File: src/rtl/bsc_pkg.sv
package bsc_pkg;

   typedef enum logic [1:0] {
      TREND_FLAT = 2'd0,
      TREND_RISE = 2'd1,
      TREND_FALL = 2'd2
   } trend_e;

   typedef struct packed {
      logic   stable;
      trend_e trend;
   } verdict_t;

endpackage

File: src/rtl/bsc_judge.sv
module bsc_judge
   import bsc_pkg::*;
#(
   parameter int W        = 16,
   parameter int SHW      = 5,
   parameter bit SATURATE = 1'b1
) (
   input  logic signed [W-1:0] cur,
   input  logic signed [W-1:0] prev,
   input  logic                first_pass,
   input  logic                adapt,
   input  logic [SHW-1:0]      eps_sh,
   input  logic [SHW-1:0]      up_sh,
   input  logic [SHW-1:0]      dn_sh,
   output logic signed [W-1:0] result,
   output logic                stable
);

   localparam int XW = W + 1;
   localparam logic signed [XW-1:0] HI = {2'b00, {(W-1){1'b1}}};
   localparam logic signed [XW-1:0] LO = {2'b11, {(W-1){1'b0}}};

   logic signed [XW-1:0] cur_x, prev_x, diff;
   logic        [XW-1:0] mag_diff, mag_prev, bound;
   logic                 plain_ok, adapt_ok;
   verdict_t             verdict;
   logic signed [XW-1:0] step_up, step_dn, grown, shrunk, pick;

   always_comb begin
      cur_x    = {cur[W-1], cur};
      prev_x   = {prev[W-1], prev};
      diff     = cur_x - prev_x;
      mag_diff = diff[XW-1] ? $unsigned(-diff) : $unsigned(diff);
      mag_prev = prev_x[XW-1] ? $unsigned(-prev_x) : $unsigned(prev_x);
      bound    = mag_prev >> eps_sh;
      plain_ok = (mag_diff <= bound);
      adapt_ok = (mag_diff == '0) || (mag_diff < bound);

      verdict.stable = !first_pass && (adapt ? adapt_ok : plain_ok);
      if (first_pass || !adapt || verdict.stable)
         verdict.trend = TREND_FLAT;
      else if (diff[XW-1] == prev[W-1])
         verdict.trend = TREND_RISE;
      else
         verdict.trend = TREND_FALL;

      step_up = cur_x >>> up_sh;
      step_dn = cur_x >>> dn_sh;
      grown   = cur_x + step_up;
      shrunk  = cur_x - step_dn;
      case (verdict.trend)
         TREND_RISE: pick = grown;
         TREND_FALL: pick = shrunk;
         default:    pick = cur_x;
      endcase
   end

   assign stable = verdict.stable;

   generate
      if (SATURATE) begin : g_clip
         always_comb begin
            if (pick > HI)
               result = HI[W-1:0];
            else if (pick < LO)
               result = LO[W-1:0];
            else
               result = pick[W-1:0];
         end
      end else begin : g_wrap
         always_comb result = pick[W-1:0];
      end
   endgenerate

endmodule

File: src/rtl/bsc_flags.sv
module bsc_flags #(
   parameter int NB = 12,
   parameter int IW = 4
) (
   input  logic          clk,
   input  logic          rst_n,
   input  logic          clear,
   input  logic          write,
   input  logic [IW-1:0] idx,
   input  logic          value,
   output logic          all_set
);

   logic [NB-1:0] flags;
   logic [NB-1:0] merged;

   generate
      for (genvar i = 0; i < NB; i++) begin : g_bit
         logic hit;
         assign hit       = write && (idx == IW'(i));
         assign merged[i] = hit ? value : flags[i];

         always_ff @(posedge clk) begin
            if (!rst_n)
               flags[i] <= 1'b0;
            else if (clear)
               flags[i] <= 1'b0;
            else if (hit)
               flags[i] <= value;
         end
      end
   endgenerate

   assign all_set = &merged;

endmodule

File: src/rtl/bsc_seq.sv
module bsc_seq #(
   parameter int NB       = 12,
   parameter int MAX_ITER = 5,
   parameter int IW       = 4,
   parameter int TW       = 3
) (
   input  logic          clk,
   input  logic          rst_n,
   input  logic          start,
   input  logic          in_valid,
   input  logic [TW-1:0] iter_limit,
   input  logic          all_set,
   output logic          beat,
   output logic          last,
   output logic [IW-1:0] idx,
   output logic [TW-1:0] iter,
   output logic          finish,
   output logic          early_hit
);

   localparam logic [TW-1:0] TOP_ITER = TW'(MAX_ITER);
   localparam logic [IW-1:0] LAST_IDX = IW'(NB - 1);

   logic          busy;
   logic [TW-1:0] lim_q, lim_in;
   logic          at_limit;

   always_comb begin
      if (iter_limit == '0)
         lim_in = TW'(1);
      else if (iter_limit > TOP_ITER)
         lim_in = TOP_ITER;
      else
         lim_in = iter_limit;
   end

   assign beat      = busy && in_valid && !start;
   assign last      = (idx == LAST_IDX);
   assign at_limit  = (iter == lim_q);
   assign early_hit = beat && last && all_set;
   assign finish    = beat && last && (all_set || at_limit);

   always_ff @(posedge clk) begin
      if (!rst_n) begin
         busy  <= 1'b0;
         iter  <= TW'(1);
         idx   <= '0;
         lim_q <= TW'(1);
      end else if (start) begin
         busy  <= 1'b1;
         iter  <= TW'(1);
         idx   <= '0;
         lim_q <= lim_in;
      end else if (beat) begin
         if (last) begin
            idx <= '0;
            if (finish)
               busy <= 1'b0;
            else
               iter <= iter + TW'(1);
         end else begin
            idx <= idx + IW'(1);
         end
      end
   end

endmodule

File: src/rtl/belief_stop_ctrl.sv
module belief_stop_ctrl
   import bsc_pkg::*;
#(
   parameter int W        = 16,
   parameter int NB       = 12,
   parameter int MAX_ITER = 5,
   parameter int SHW      = 5,
   parameter bit SATURATE = 1'b1,
   localparam int TW      = $clog2(MAX_ITER + 1)
) (
   input  logic                clk,
   input  logic                rst_n,
   input  logic                start,
   input  logic                in_valid,
   input  logic signed [W-1:0] in_belief,
   input  logic signed [W-1:0] in_prev,
   input  logic                adapt_en,
   input  logic [SHW-1:0]      eps_shift,
   input  logic [SHW-1:0]      up_shift,
   input  logic [SHW-1:0]      down_shift,
   input  logic [TW-1:0]       iter_limit,
   output logic                out_valid,
   output logic signed [W-1:0] out_belief,
   output logic                out_stable,
   output logic [TW-1:0]       iter_count,
   output logic                done,
   output logic                early
);

   localparam int IW = $clog2(NB);

   initial begin : param_chk
      assert (W >= 4) else $fatal(1, "belief width too small");
      assert (NB >= 2) else $fatal(1, "need at least two beliefs per pass");
      assert (MAX_ITER >= 1) else $fatal(1, "iteration limit must be positive");
      assert ((1 << SHW) >= W) else $fatal(1, "shift fields cannot span the belief width");
   end

   logic                beat, last, finish, early_hit, all_set;
   logic [IW-1:0]       idx;
   logic [TW-1:0]       iter;
   logic signed [W-1:0] adj;
   logic                stable_now;

   bsc_seq #(
      .NB(NB), .MAX_ITER(MAX_ITER), .IW(IW), .TW(TW)
   ) u_seq (
      .clk(clk), .rst_n(rst_n), .start(start), .in_valid(in_valid),
      .iter_limit(iter_limit), .all_set(all_set),
      .beat(beat), .last(last), .idx(idx), .iter(iter),
      .finish(finish), .early_hit(early_hit)
   );

   bsc_judge #(
      .W(W), .SHW(SHW), .SATURATE(SATURATE)
   ) u_judge (
      .cur(in_belief), .prev(in_prev),
      .first_pass(iter == TW'(1)), .adapt(adapt_en),
      .eps_sh(eps_shift), .up_sh(up_shift), .dn_sh(down_shift),
      .result(adj), .stable(stable_now)
   );

   bsc_flags #(
      .NB(NB), .IW(IW)
   ) u_flags (
      .clk(clk), .rst_n(rst_n),
      .clear(start || (beat && last)),
      .write(beat), .idx(idx), .value(stable_now),
      .all_set(all_set)
   );

   always_ff @(posedge clk) begin
      if (!rst_n) begin
         out_valid  <= 1'b0;
         out_belief <= '0;
         out_stable <= 1'b0;
         iter_count <= '0;
         done       <= 1'b0;
         early      <= 1'b0;
      end else begin
         out_valid <= beat;
         done      <= finish;
         early     <= early_hit;
         if (beat) begin
            out_belief <= adj;
            out_stable <= stable_now;
            iter_count <= iter;
         end
      end
   end

endmodule

File: config.mk
export PLATFORM = sky130hd
export DESIGN_NAME = belief_stop_ctrl
export DESIGN_NICKNAME = d
export VERILOG_FILES = /design/src/rtl/bsc_pkg.sv /design/src/rtl/bsc_judge.sv /design/src/rtl/bsc_flags.sv /design/src/rtl/bsc_seq.sv /design/src/rtl/belief_stop_ctrl.sv
export SDC_FILE = /design/constraint.sdc
export NUM_CORES = 1
export LEC_CHECK = 0
export BUFFER_PORTS_ARGS = -buffer_cell sky130_fd_sc_hd__buf_2
export CORE_MARGIN = 2
export CORE_UTILIZATION = 65
export CTS_BUF_LIST = sky130_fd_sc_hd__clkbuf_16
export DETAILED_ROUTE_END_ITERATION = 8
export GPL_TIMING_DRIVEN = 1
export PLACE_DENSITY_LB_ADDON = 0.05
export SKIP_LAST_GASP = 1
export SYNTH_ARGS = -nofsm -noshare
export SYNTH_HDL_FRONTEND = slang
export SYNTH_SLANG_ARGS = --single-unit
File: constraint.sdc
create_clock -name clk -period 19.64 [get_ports clk]
set_input_delay 0.982 -clock clk [delete_from_list [all_inputs] [get_ports clk]]
set_output_delay 0.982 -clock clk [all_outputs]
set_load 0.005 [all_outputs]
### Word level (Yosys, flattened, before mapping)

Cells that the tools add are included.

| word-level totals | value |
|---|---|
| register bits after elaboration | 46 |
| input port bits | 55 |
| output and inout port bits | 23 |
| word-level logic and storage cells | 118 |

| operators by class | value |
|---|---|
| add/subtract/negate cells | 7 |
| $lt $le $gt $ge | 5 |
| equality and inequality tests | 16 |
| shifts and indexed selects | 3 |
| multiplexer cells | 27 |
| bitwise gates (word level) | 2 |
| reductions and logical operators | 36 |

Operators with widths:

| kind | count |
|---|---|
| 2-to-1 mux 17 bit | 2 |
| one-hot mux 17 bit (2 select lines) | 1 |
| >>> shifter 16 x 5 -> 17 bit | 2 |
| 2-to-1 mux 16 bit | 2 |
| adder 16 x 17 -> 17 bit | 1 |
| > comparator 17 x 16 -> 1 bit (second input constant) | 1 |
| less-or-equal comparator 17 bit | 1 |
| logical AND 1 bit | 17 |
| zero test 17 bit | 1 |
| < comparator 17 x 16 -> 1 bit (second input constant) | 1 |
| < comparator 17 bit | 1 |
| 2-to-1 mux 1 bit | 17 |
| negator 16 -> 17 bit | 1 |
| negator 17 bit | 1 |
| >> shifter 17 x 5 -> 17 bit | 1 |
| subtractor 16 x 16 -> 17 bit | 1 |
| subtractor 16 x 17 -> 17 bit | 1 |
| equality test 4 x 3 -> 1 bit (second input constant) | 4 |
| equality test 4 bit (second input constant) | 4 |
| AND reduction 12 bit | 1 |
| equality test 4 x 2 -> 1 bit (second input constant) | 2 |
| 2-to-1 mux 3 bit | 2 |
| AND reduction 3 bit | 2 |
| nonzero test 2 bit | 3 |
| other kinds (17) | 26 |

### Logic depth before layout (Yosys ltp)

| logic depth | value |
|---|---|
| depth in word-level cells | 15 |
| gate-level depth with buffers | 46 |
| mapped depth without buffers | 43 |

### Modules after synthesis

Synthesis repeated with hierarchy kept, for this count alone.

| unflattened totals | value |
|---|---|
| cells, all modules | 1127 |
| area total of the unflattened synthesis | 8513.2 um2 |

Modules (own cells, without submodules):

| module | times used | cells each | area an instance (um2) | sequential area each (um2) |
|---|---|---|---|---|
| bsc_judge | 1 | 900 | 6332.3 | 0.0 |
| belief_stop_ctrl | 1 | 73 | 878.3 | 460.4 |
| bsc_flags | 1 | 93 | 742.0 | 240.2 |
| bsc_seq | 1 | 61 | 560.5 | 220.2 |

### Worst setup path after synthesis

No wires, ideal clock.

| path | value |
|---|---|
| path kind | input port to flip-flop |
| from | input in_belief[0] |
| to | register out_belief[4] |
| setup time | 0.128 ns |
| arrival | 8.332 ns |
| data required time | 19.512 ns |
| setup slack | 11.180 ns |
| stages | 45 |
| path buffers | 5 |
| cells stage by stage | inv_1 -> ha_1 -> fa_1 -> nor2b_1 -> o31ai_1 -> a21oi_1 -> a311oi_2 -> a211oi_1 -> buf_2 -> buf_1 -> nor2_1 -> xnor2_1 -> ha_1 -> nor2b_1 -> o21a_1 -> o21a_1 -> o21a_1 -> o21ai_0 -> (+9 left out) -> a21oi_1 -> ha_1 -> inv_1 -> fa_1 -> a21o_1 -> a21oi_1 -> o21ai_0 -> a31oi_1 -> nor2b_1 -> o21ai_0 -> a211o_1 -> o21ai_0 -> o22a_1 -> mux2_2 -> and3_1 -> nor2_4 -> buf_6 -> a211oi_2 |

| between the ends | value |
|---|---|
| longest elaborated chain between the ends | 14 |
| elaborated cells on any way between the ends | 24 |
| those cells by class | 4 x add/sub; 4 x order compare; 3 x eq/ne; 2 x shift; 7 x mux; 4 x reduce/logical |

Ends and longest elaborated chain:

| what | line | source |
|---|---|---|
| start: declaration | belief_stop_ctrl.sv:15 | `input logic signed [W-1:0] in_belief,` |
| subtractor 16 x 16 -> 17 bit | bsc_judge.sv:32 | `diff = cur_x - prev_x;` |
| negator 17 bit | bsc_judge.sv:33 | `mag_diff = diff[XW-1] ? $unsigned(-diff) : $unsigned(diff);` |
| 2-to-1 mux 17 bit | bsc_judge.sv:33 |  |
| < comparator 17 bit or zero test 17 bit (tied branches) | bsc_judge.sv:37 | `adapt_ok = (mag_diff == '0) \|\| (mag_diff < bound);` |
| logical OR 1 bit | bsc_judge.sv:37 |  |
| 2-to-1 mux 1 bit | bsc_judge.sv:39 | `verdict.stable = !first_pass && (adapt ? adapt_ok : plain_ok);` |
| logical AND 1 bit | bsc_judge.sv:39 |  |
| logical OR 1 bit | bsc_judge.sv:40 | `if (first_pass \|\| !adapt \|\| verdict.stable)` |
| 2-to-1 mux 2 bit | bsc_judge.sv:40 |  |
| equality test 2 bit or equality test 2 x 1 -> 1 bit (tied branches) | bsc_judge.sv:51 | `case (verdict.trend)` |
| one-hot mux 17 bit (2 select lines) * | bsc_judge.sv:51 |  |
| < comparator 17 x 16 -> 1 bit | bsc_judge.sv:65 | `else if (pick < LO)` |
| 2-to-1 mux 16 bit | bsc_judge.sv:65 |  |
| 2-to-1 mux 16 bit * | bsc_judge.sv:63 | `if (pick > HI)` |
| end signal: assignment | belief_stop_ctrl.sv:85 | `out_belief <= adj;` |
| end: declaration | belief_stop_ctrl.sv:23 | `output logic signed [W-1:0] out_belief,` |

Mark *: on every way between the ends. The rest lies on a longest branch, timed or not.
A chain may end at the register's enable or synchronous reset.

### Worst setup path after layout

| path | value |
|---|---|
| from | input in_belief[1] |
| to | register out_belief[0] |

Same word-level chain as after synthesis.

==> metrics.log <==
[metrics] row count: 40
[metrics] Hold Buf Count CTS: 0
[metrics] share of total power in combinational logic: 60.1%
[metrics] Internal Power: 0.251 mW
[metrics] launching point of the worst reg2reg path: u_seq.iter[1]
[metrics] PD cells: 53.2 mW/mm²
[metrics] post-synthesis cell type with the largest combined area: sky130_fd_sc_hd__dfxtp_1
[metrics] master cell of the clock root buffer: sky130_fd_sc_hd__clkbuf_16
[metrics] arrival time of the worst setup path: 9660 ps
[metrics] synth top area cells: sky130_fd_sc_hd__dfxtp_1 12%, sky130_fd_sc_hd__mux2i_1 11%, sky130_fd_sc_hd__ha_1 9.1%
[metrics] number of instances in the synthesized netlist: 1077
[metrics] TritonCTS clock tree: built
[metrics] number of synthesized flops with an enable pin: 0
[metrics] wire length of the first global-routing pass: 35.5 mm
[metrics] endpoints failing setup: 0
[metrics] Setup Fix Bufs, Post-CTS: 0
[metrics] antenna violations before repair: 0
[metrics] number of vias per cell: 6.55
[metrics] final hold violation count: 0
[metrics] outcome: finished clean
[metrics] number of nets in the layout: 1215
[metrics] period utilisation layout: 48.5%
[metrics] Fin Hold WS: 459 ps
[metrics] sequential-to-total area share from yosys stat: 11.7%
[metrics] Final Wtd Congestion: 1.03
[metrics] relative max-transition margin: 31.1%
[metrics] slew of the pin with the lowest slew margin: 1030 ps
[metrics] clock network fraction of design power: 18.1%
[metrics] DIE AREA: 0.0130 mm²
[metrics] critical path capture point type: flop
[metrics] final critical-path required period: 9530 ps
[metrics] final max-slew violation count: 0
[metrics] fraction of layout cells with a size suffix above 1: 13.7%
[metrics] Clock Tree Buf Depth: 2
[metrics] first-pass iteration count of the detailed router: 6
[metrics] startpoint-to-endpoint class of the critical path: primary input to flop
[metrics] number of buffers created by CTS: 5
[metrics] number of maximum-capacitance violations: 0
[metrics] number of placed I/O pins: 78
[metrics] via total after detailed routing: 8176
[metrics] worst setup path startpoint: in_belief[1]
[metrics] utilization after layout: 70.0%
[metrics] Synth warnings: 0
[metrics] effective utilization at floorplan: 66.1%
[metrics] post-synthesis cell area: 0.00788 mm²
[metrics] Max VDD drop: 31.9 µV
[metrics] syn nets: 1191
[metrics] Post-synth top cells: 118 x sky130_fd_sc_hd__nand2_1, 104 x sky130_fd_sc_hd__nor2_1, 85 x sky130_fd_sc_hd__mux2i_1
[metrics] Routed wire per std cell: 17.6 µm
[metrics] net load switching power: 0.192 mW
[metrics] Mean Syn Cell Area: 7.31 µm²
[metrics] deepest level of the CTS H-tree: 2
[metrics] die width: 114 µm
[metrics] library cells used by synthesis: 77
[metrics] setup repair after global routing missed its margin: false
[metrics] total half-perimeter wirelength after legalization and detailed placement: 17.0 mm
[metrics] CTS clock-pin slew for the worst setup and hold paths: 60 ps
[metrics] maximum clock skew at final layout: 7.74 ps
[metrics] leading register cell type out of synthesis: sky130_fd_sc_hd__dfxtp_1
[metrics] area share of the leading cell type in the synthesized netlist: 11.7%
[metrics] static leakage: 3.46 nW
[metrics] cts repair resizes: 0
[metrics] min-delay worst type: flop to flop
[metrics] highest-delay cell along the critical path: sky130_fd_sc_hd__o21ai_2
[metrics] proportion of register bits with asynchronous set or reset after synthesis: 0%
[metrics] vias in the first global route: 7353
[metrics] area of the core region: 0.0119 mm²
[metrics] Die Ht: 114 µm
[metrics] global-route usage over all layers: 33.2%
[metrics] count of clock tree sinks: 46
[metrics] overall overflow remaining after global route: 0
[metrics] number of remaining DRC errors: 0
[metrics] maximum cell stage delay along the critical path: 680 ps
[metrics] count leader, synth: sky130_fd_sc_hd__nand2_1
[metrics] Worst Path Max Fanout: 31
[metrics] #FFs+latches synth: 46
[metrics] max frequency: 105 MHz
[metrics] Worst Setup Start Kind: primary input
[metrics] maximum number of pins on one net before global-route repair: 32
[metrics] part of the power in registers: 21.8%
[metrics] Total Negative Setup Slacks: 0 ps
[metrics] number of nets with antenna violations after detailed routing: 0
[metrics] data required time at the worst endpoint: 19770 ps
[metrics] filler instances: 1073
[metrics] Switching Share: 43.3%
[metrics] layout overhead on the synthesized area: 5.83%
[metrics] DRC marker count from the first detailed-route iteration: 751
[metrics] antenna cell count: 0
[metrics] Detailed Route WL: 22.0 mm
[metrics] worst min-delay path startpoint: out_stable
[metrics] count of input and output buffers: 77
[metrics] clock latency on the worst-skew pair: 290 ps
-- layer usage --
layer | global-route usage (%) | part of all wire [%] | vias to the layer above
li1 | - | - | 3978
met1 | 44.8 | 44 | 3805
met2 | 55.1 | 45 | 327
met3 | 2.49 | 6.3 | 66
met4 | 13.7 | 4.1 | 0
met5 | 0 | 0 | -
-- kinds of logic after synthesis --
kind of cell / after synthesis / synth area share [%]
mux: 114 / 16.4
fa+ha+maj: 59 / 9.56
simple gates: 376 / 22.5
compound gates: 299 / 25.7
xor+xnor: 75 / 8.34
other cells: 1 / 0.0476
flops: 46 / 11.7
buf+inv: 107 / 5.77
-- cell type report --
| cell class | count | area (µm²) | area share [%] |
|---|---|---|---|
| multi-input cells | 924 | 6520 | 78.2 |
| inverters | 44 | 165 | 1.98 |
| clock inverters | 3 | 16.3 | 0.195 |
| repair buffers | 80 | 408 | 4.89 |
| clock buffers | 5 | 125 | 1.50 |
| flip-flops and latches | 46 | 921 | 11.0 |
| well taps | 147 | 184 | 2.21 |
-- registers in the layout, summed over array words and instances (netlist names) --
name           count
out_valid          1
u_seq.idx          4
iter_count         3
early              1
out_belief        16
out_stable         1
u_seq.lim_q        3
done               1
u_seq.busy         1
u_seq.iter         3
u_flags.flags     12
-- stage by stage --
| stage | worst slack, ps | cells | area [µm²] | total power [mW] |
|---|---|---|---|---|
| finish | 10110 | 1249 | 8330 | 0.443 |
| global route | 9390 | 1249 | 8330 | 0.478 |
| detailed placement | 10010 | 1241 | 8190 | 0.359 |
| global placement | 10250 | 1241 | 8190 | 0.357 |
| CTS | 10260 | 1249 | 8330 | 0.440 |
| floorplan | 11180 | 1077 | 7880 | 0.301 |
-- power by group through the flow --
stage / clock, mW / sequential, mW / combinational, mW
floorplan: 0 / 0.0986 / 0.202
global placement: 0 / 0.0985 / 0.258
detailed placement: 0 / 0.0986 / 0.260
CTS: 0.0808 / 0.0965 / 0.262
global route: 0.0851 / 0.0967 / 0.296
finish: 0.0802 / 0.0966 / 0.266
-- placed cells by master (no fill, tap or decap), types with 25 or more instances in the layout --
| cell | n |
|---|---|
| sky130_fd_sc_hd__inv_1 | 42 |
| sky130_fd_sc_hd__nor3_1 | 31 |
| sky130_fd_sc_hd__xnor2_1 | 58 |
| sky130_fd_sc_hd__dfxtp_1 | 46 |
| sky130_fd_sc_hd__a211oi_1 | 27 |
| sky130_fd_sc_hd__nand2_1 | 118 |
| sky130_fd_sc_hd__buf_2 | 77 |
| sky130_fd_sc_hd__o21ai_0 | 62 |
| sky130_fd_sc_hd__mux2i_1 | 85 |
| sky130_fd_sc_hd__ha_1 | 57 |
| sky130_fd_sc_hd__a21oi_1 | 80 |
| sky130_fd_sc_hd__nor2_1 | 103 |
| sky130_fd_sc_hd__nand3_1 | 25 |
-- final timing paths --
path                   end  slack (ps)  cells past startpoint
max          out_belief[0]       10110                     37
min             out_stable         460                      2
max reg2reg  out_belief[0]       13970                     24
min reg2reg     out_stable         460                      2
-- worst max-delay path: cells and delay by family --
family | cells | cell delay [ps]
adder cells (fa/ha/maj) | 4 | 1320
XOR/XNOR | 2 | 640
AND/OR/NAND/NOR | 12 | 2370
buffers and inverters | 5 | 740
AO/OA/AOI/OAI | 14 | 3530
No activity file was read; power rests on OpenSTA's default activity.
